File: config.mk
export PLATFORM = sky130hd
export DESIGN_NAME = sdram_cmd_tracker
export DESIGN_NICKNAME = d
export VERILOG_FILES = /design/src/rtl/sdram_cmd_tracker.sv
export SDC_FILE = /design/constraint.sdc
export NUM_CORES = 1
export LEC_CHECK = 0
export BUFFER_PORTS_ARGS = -buffer_cell sky130_fd_sc_hd__buf_4
export CORE_MARGIN = 2
export CORE_UTILIZATION = 53
export DETAILED_ROUTE_END_ITERATION = 6
export GPL_TIMING_DRIVEN = 0
export HOLD_SLACK_MARGIN = 0.06
export PLACE_DENSITY = 0.79
export SLEW_MARGIN = 20
export SYNTH_ARGS = -nofsm -noshare
export SYNTH_HDL_FRONTEND = slang
export SYNTH_SLANG_ARGS = --single-unit
File: constraint.sdc
create_clock -name clk -period 2.16 [get_ports clk]
set_input_delay 0.432 -clock clk [delete_from_list [all_inputs] [get_ports clk]]
set_output_delay 0.432 -clock clk [all_outputs]
set_load 0.05 [all_outputs]
File: src/rtl/sdram_cmd_tracker.sv
module sdram_cmd_tracker #(
  parameter int ROW_W  = 12,
  parameter int COL_W  = 8,
  parameter int BA_W   = 2,
  parameter int AP_BIT = 10
) (
  input  logic                          clk,
  input  logic                          rst_n,
  input  logic                          cke,
  input  logic                          cs_n,
  input  logic                          ras_n,
  input  logic                          cas_n,
  input  logic                          we_n,
  input  logic [BA_W-1:0]               ba,
  input  logic [ROW_W-1:0]              addr,
  output logic [2:0]                    cmd_o,
  output logic [BA_W-1:0]               cmd_bank,
  output logic [ROW_W-1:0]              cmd_row,
  output logic [COL_W-1:0]              cmd_col,
  output logic                          cmd_ap,
  output logic                          proto_err,
  output logic [(1<<BA_W)-1:0]          bank_active,
  output logic [(1<<BA_W)*ROW_W-1:0]    open_row,
  output logic [ROW_W-1:0]              mode_reg,
  output logic                          pdown
);
  localparam int NB = 1 << BA_W;
  localparam logic [2:0] C_NOP = 3'd0, C_ACT = 3'd1, C_PRE = 3'd2, C_PALL = 3'd3,
                         C_RD = 3'd4, C_WR = 3'd5, C_MRS = 3'd6;

  wire sel    = ~cs_n;
  wire is_act = sel & ~ras_n &  cas_n &  we_n;
  wire is_pre = sel & ~ras_n &  cas_n & ~we_n;
  wire is_rd  = sel &  ras_n & ~cas_n &  we_n;
  wire is_wr  = sel &  ras_n & ~cas_n & ~we_n;
  wire is_mrs = sel & ~ras_n & ~cas_n & ~we_n;
  wire is_col = is_rd | is_wr;
  wire ap_bit = addr[AP_BIT];

  logic            ap_pend;
  logic [BA_W-1:0] ap_bank;
  logic [NB-1:0]   live, next_act;
  logic            err_n;
  logic [2:0]      code;

  always_comb begin
    live = bank_active;
    if (ap_pend) live[ap_bank] = 1'b0;
  end

  always_comb begin
    next_act = live;
    err_n    = 1'b0;
    if (is_act) begin
      if (live[ba]) err_n = 1'b1;
      else          next_act[ba] = 1'b1;
    end
    if (is_pre) begin
      if (ap_bit) next_act = '0;
      else        next_act[ba] = 1'b0;
    end
    if (is_col && !live[ba]) err_n = 1'b1;
  end

  always_comb begin
    code = C_NOP;
    if (is_act)      code = C_ACT;
    else if (is_pre) code = ap_bit ? C_PALL : C_PRE;
    else if (is_rd)  code = C_RD;
    else if (is_wr)  code = C_WR;
    else if (is_mrs) code = C_MRS;
  end

  always_ff @(posedge clk or negedge rst_n) begin
    if (!rst_n) begin
      cmd_o       <= C_NOP;
      cmd_bank    <= '0;
      cmd_row     <= '0;
      cmd_col     <= '0;
      cmd_ap      <= 1'b0;
      proto_err   <= 1'b0;
      bank_active <= '0;
      open_row    <= '0;
      mode_reg    <= '0;
      pdown       <= 1'b0;
      ap_pend     <= 1'b0;
      ap_bank     <= '0;
    end else if (!cke) begin
      cmd_o     <= C_NOP;
      proto_err <= 1'b0;
      pdown     <= ~|bank_active;
    end else begin
      pdown       <= 1'b0;
      bank_active <= next_act;
      ap_pend     <= is_col & ap_bit & live[ba];
      ap_bank     <= ba;
      if (is_act && !live[ba]) open_row[ba*ROW_W +: ROW_W] <= addr;
      if (is_mrs) mode_reg <= addr;
      cmd_o     <= code;
      cmd_bank  <= ba;
      cmd_row   <= addr;
      cmd_col   <= addr[COL_W-1:0];
      cmd_ap    <= is_col & ap_bit;
      proto_err <= err_n;
    end
  end
endmodule

# == Word level (Yosys, flattened, before mapping) ==
# Index checks and enable logic that the tools add are counted.
# word_totals
ff_bits,93
in_bits,21
out_inout_bits,92
# classes
bitwise_logic,22
n_reduce_logical,9
n_addsub,1
n_lt_le_gt_ge,4
multipliers,1
mux,24
n_shift,2
# ops
op,n
bitwise mux 48 bit,1
"variable shift 12 x 34 -> 48 bit, first input constant",1
variable part select 12 x 34 -> 48 bit,1
negation 6 -> 34 bit,1
two-way mux 4 bit,5
two-way mux 3 bit,6
AND 1 bit,12
two-way mux 1 bit,9
AND 4 bit,2
inverter 4 bit,2
"< comparator 2 x 3 -> 1 bit, second input constant",2
demux 1 bit (select 2 bit),2
">= comparator 2 x 1 -> 1 bit, second input constant",2
logical AND 1 bit,4
"multiplier 2 x 2 -> 4 bit, second input constant",1
inverter 1 bit,4
OR 4 bit,1
AND reduction 2 bit,2
OR reduction 4 bit,1
binary-select mux 1 bit (select 2 bit),1
logical NOT 1 bit,2
OR 1 bit,1

# == Longest topological paths before layout ==
# depth
ltp_word,14
depth_mapped,8
ltp_nobuf,6

# == Least setup slack after synthesis ==
# OpenSTA, ideal clock, no wires.
# synth_path
kind,reg-to-reg
start,register ap_bank[0]
end,register open_row[10]
path_slack_ps,58
path_buffers,1
path_stages_with_launch,6
arrival_ps,1975
path_cell_list,dfrtp_1 > and3_1 > o221ai_4 > a211oi_2 > buf_6 > mux2_1
# synth_between
elab_chain_len,12
word_cells_on_any_way,13
# synth_rtl
element,line_no,rtl
start: declaration,41,logic [BA_W-1:0] ap_bank;
start signal: assignment,87,ap_bank <= '0;
start signal: assignment,96,ap_bank <= ba;
< comparator 2 x 3 -> 1 bit (not written as such) / >= comparator 2 x 1 -> 1 bit (equally long branches),48,if (ap_pend) live[ap_bank] = 1'b0;
logical AND 1 bit (not written as such),48,
two-way mux 1 bit (not written as such),48,
demux 1 bit (select 2 bit) *,48,
inverter 4 bit (no source line) *,n/a,
AND 4 bit (no source line) *,n/a,
two-way mux 4 bit *,48,
binary-select mux 1 bit (select 2 bit) *,97,if (is_act && !live[ba]) open_row[ba*ROW_W +: ROW_W] <= addr;
two-way mux 1 bit (not written as such) *,97,
logical NOT 1 bit *,97,
logical AND 1 bit *,97,
AND reduction 2 bit (no source line) *,n/a,
end signal: indexed assignment,97,
end: declaration,23,"output logic [(1<<BA_W)*ROW_W-1:0] open_row,"
# Every way passes the cells marked *; elsewhere a longest branch is shown, timed or not. The select of a mux whose other input is x is not followed.
# A chain may end at the register's enable or synchronous reset.

# == Worst setup path after layout ==
# layout_path
start,input port ba[0]
end,register open_row[3]
# layout_between
elab_chain_len,5
word_cells_on_any_way,10
# layout_rtl
element,line_no,rtl
start: declaration,14,"input logic [BA_W-1:0] ba,"
branches (longest 5 deep; another with negation 6 -> 34 bit),n/a,
# Parallel ways; which one is timed is not known. The select of a mux whose other input is x is not followed.

==> impl_results.md <==
- Largest net degree at the start of global routing: 86
- Critical path capture point type: flip-flop
- Worst R2R Path Depth: 5
- Hpwl dp: 7.801 mm
- CTS Sinks: 85
- Placed Instance Area: 5256 um^2
- Die width: 93.95 um
- Sequential share of the synthesized area: 49.61%
- CTS tree: done
- Layout cell share with drive strength beyond 1: 35.87%
- Register bit total from synthesis: 85
- CTS clk-pin slew, worst paths: 0.08 ns
- Final slew viol count: 0
- Initial antenna violation count: 0
- Wire per inst: 17.94 um
- Cells after DPL: 600
- Core area: 7767 um^2
- Worst Path Buf+Inv: 3
- Area grow syn2layout: 28.36%
- Worst Tran Pin Value: 0.7852 ns
- Site Rows: 32
- Largest register FFs: 48
- VDD IR max: 0.0005587 V
- R2R setup slack: 0.15 ns
- Worst Path Max Fanout: 10
- Crit path DAT: 2.34 ns
- Slew headroom: 47.25%
- Overall Global Routing Usage: 25.63%
- Final core utilization: 70.86%
- Ports: 113
- Initial DRC count: 299
- Post-Layout Cell Count: 615
- PortBufs: 112
- Number of global-route vias before repair: 3,422
- Yosys top cell area share: 49.61%
- Crit path max-delay family: buffers and inverters
- Drc violations: 0
- Yosys warning count: 0
- Synth Instances: 386
- Setup violations, final: 0
- Antenna diodes: 0
- Levels on crit path: 8
- Fmax: 0.4883 GHz
- Final hold vios: 0
- Die height: 93.95 um
- Via count: 3,359
- Syn Area/Cell: 11.11 um^2
- Clock latency on the worst-skew pair: 0.36 ns
- Slowest stage delay, CP: 0.36 ns
- Post-synth top area cell: dfrtp_1
- Critical path, cell by cell: buf_4, inv_1, ha_1, nor2b_2, and3_1, buf_1, nor2b_1, mux2_2
- DR pass1 iterations: 5
- Period minus WS final: 2.048 ns
- Leakage: 2.622 nW
- Skew final: 0.01058 ns
- Setup TNS: 0 ns
- CTS buffer count: 9
- Initial Utilization: 55.20%
- Post-layout instance area: 5504 um^2
- Netlist Area Pre-Place: 4288 um^2
- Avg Vias per Cell: 5.462
- Grt total ovfl: 0
- Startpoint Class: primary input
- Die area: 8826 um^2
- Post-CTS Hold Fix Bufs: 0
- Syn_nets: 415
- Post-DRT Antenna Nets: 0
- Max_cap viols: 0
- Outcome: finished, final reports clean
- Worst EP required: 2.46 ns
- Top post-synthesis cells by area: dfrtp_1, mux2i_1, mux2_2
- Netlist cell types: 43
- First-pass GRT wire length: 17.27 mm
- Clock tree buffer depth: 2
- RSZ-0062 raised after global routing: yes
- PnR Total Power: 4.723 mW
- Nets: 538
- Worst path slowest cell: ha_1
- Drt total wl: 11.03 mm
- Final period util: 94.81%
- RePlAce Congestion: 0.8512
- Kind of critical path: primary input to flip-flop
- Worst hold path type: primary input to asynchronous set/reset pin
- Pwr Density: 858.1 nW/um^2
- Clock Root Buffer: clkbuf_8
- CTS H-tree depth: 3
==> per-layer routing <==
layer  track usage (%)  share of wire (%)
met1             34.91                 42
met3             6.581                8.1
met5                 0                  0
met2             40.65                 48
met4             7.488                1.4
==> final cells by class <==
class | count | area [um^2]
fillers | 616 | 2263
flip-flops and latches | 85 | 2127
multi-input cells | 230 | 1879
repair buffers | 112 | 844.6
inverters | 44 | 165.2
plain buffers | 27 | 161.4
clock buffers | 11 | 151.4
well taps | 102 | 127.6
clock inverters | 4 | 47.55
==> worst register-to-register path, delay by kind of cell (launching register included) <==
family                 cells  cell delay, ns
AND/OR/NAND/NOR            1            0.30
multiplexers               1            0.33
AO/OA/AOI/OAI              2            0.60
flip-flops                 1            0.45
buffers and inverters      1            0.22
==> what timing repair did <==
action | CTS | global route
setup endpoints to repair | 0 | 30
gates resized for setup | 0 | 9
setup buffers | 0 | 0
==> kinds of logic (layout without fill, tap and decap cells) <==
| group | Yosys count | in the layout | synth area share, % |
|---|---|---|---|
| and+or+nand+nor | 90 | 90 | 11.41 |
| AOI/OAI and AO/OA | 53 | 53 | 9.542 |
| muxes | 79 | 79 | 19.58 |
| buffers and inverters | 71 | 198 | 7.528 |
| DFF | 85 | 85 | 49.61 |
| adders and majority gates | 8 | 8 | 2.334 |
==> layout by cell type, fill, tap and decap left out, types with 5 or more instances in the layout <==
cell type / netlist / layout
a211oi_1: 6 / 5
a21oi_1: 8 / 8
and3_1: 9 / 9
and3b_1: 5 / 5
buf_4: 10 / 121
clkbuf_1: 9 / 8
clkbuf_8: 0 / 11
dfrtp_1: 85 / 85
ha_1: 8 / 7
inv_1: 44 / 44
mux2_1: 9 / 9
mux2_2: 30 / 30
mux2i_1: 40 / 40
nand2_1: 32 / 32
nand2b_1: 5 / 5
nand3b_1: 6 / 6
nor2_1: 10 / 10
nor3_1: 7 / 7
o21ai_0: 13 / 13
==> final timing paths <==
path	to	start
min reg2reg	open_row[38]	open_row[38]
min	open_row[14]	rst_n
min in group clk	cmd_o[1]	ras_n
max in group asynchronous	mode_reg[3]	rst_n
max	open_row[3]	ba[0]
max reg2reg	open_row[10]	ap_bank[0]
==> metrics by stage <==
stage	hold slack [ns]	setup WS [ns]
after floorplan	0.1364	0.05763
after global placement	0.4733	-0.2584
after detailed placement	0.4760	-0.3035
after CTS	0.2650	0.06265
after global routing	0.1665	-0.04553
final	0.1160	0.1121
==> synth_stat cells <==
library cell / number
a211o_1: 1
a211oi_1: 6
a211oi_2: 4
a21bo_2: 1
a21boi_0: 4
a21oi_1: 8
a221o_1: 2
a22o_1: 1
a22oi_1: 4
a31oi_1: 4
and2_0: 1
and2_1: 1
and3_1: 9
and3b_1: 5
and4b_1: 1
buf_1: 3
buf_2: 3
buf_4: 10
buf_6: 2
clkbuf_1: 9
dfrtp_1: 85
ha_1: 8
inv_1: 44
mux2_1: 9
mux2_2: 30
mux2i_1: 40
nand2_1: 32
nand2b_1: 5
nand3_1: 1
nand3b_1: 6
nor2_1: 10
nor2b_1: 3
nor3_1: 7
nor3b_1: 4
nor3b_2: 1
nor4_1: 1
nor4b_1: 2
o211ai_1: 1
o21a_1: 1
o21ai_0: 13
o221ai_4: 2
o2bb2ai_1: 1
or4_1: 1
==> report_power, final <==
group / total [mW] / internal [mW] / switching, mW
combinational: 1.66 / 0.510 / 1.15
clock: 1.15 / 0.587 / 0.558
sequential: 1.91 / 1.79 / 0.127
total: 4.72 / 2.88 / 1.84
Note: power is estimated with default switching activity, not from simulation.
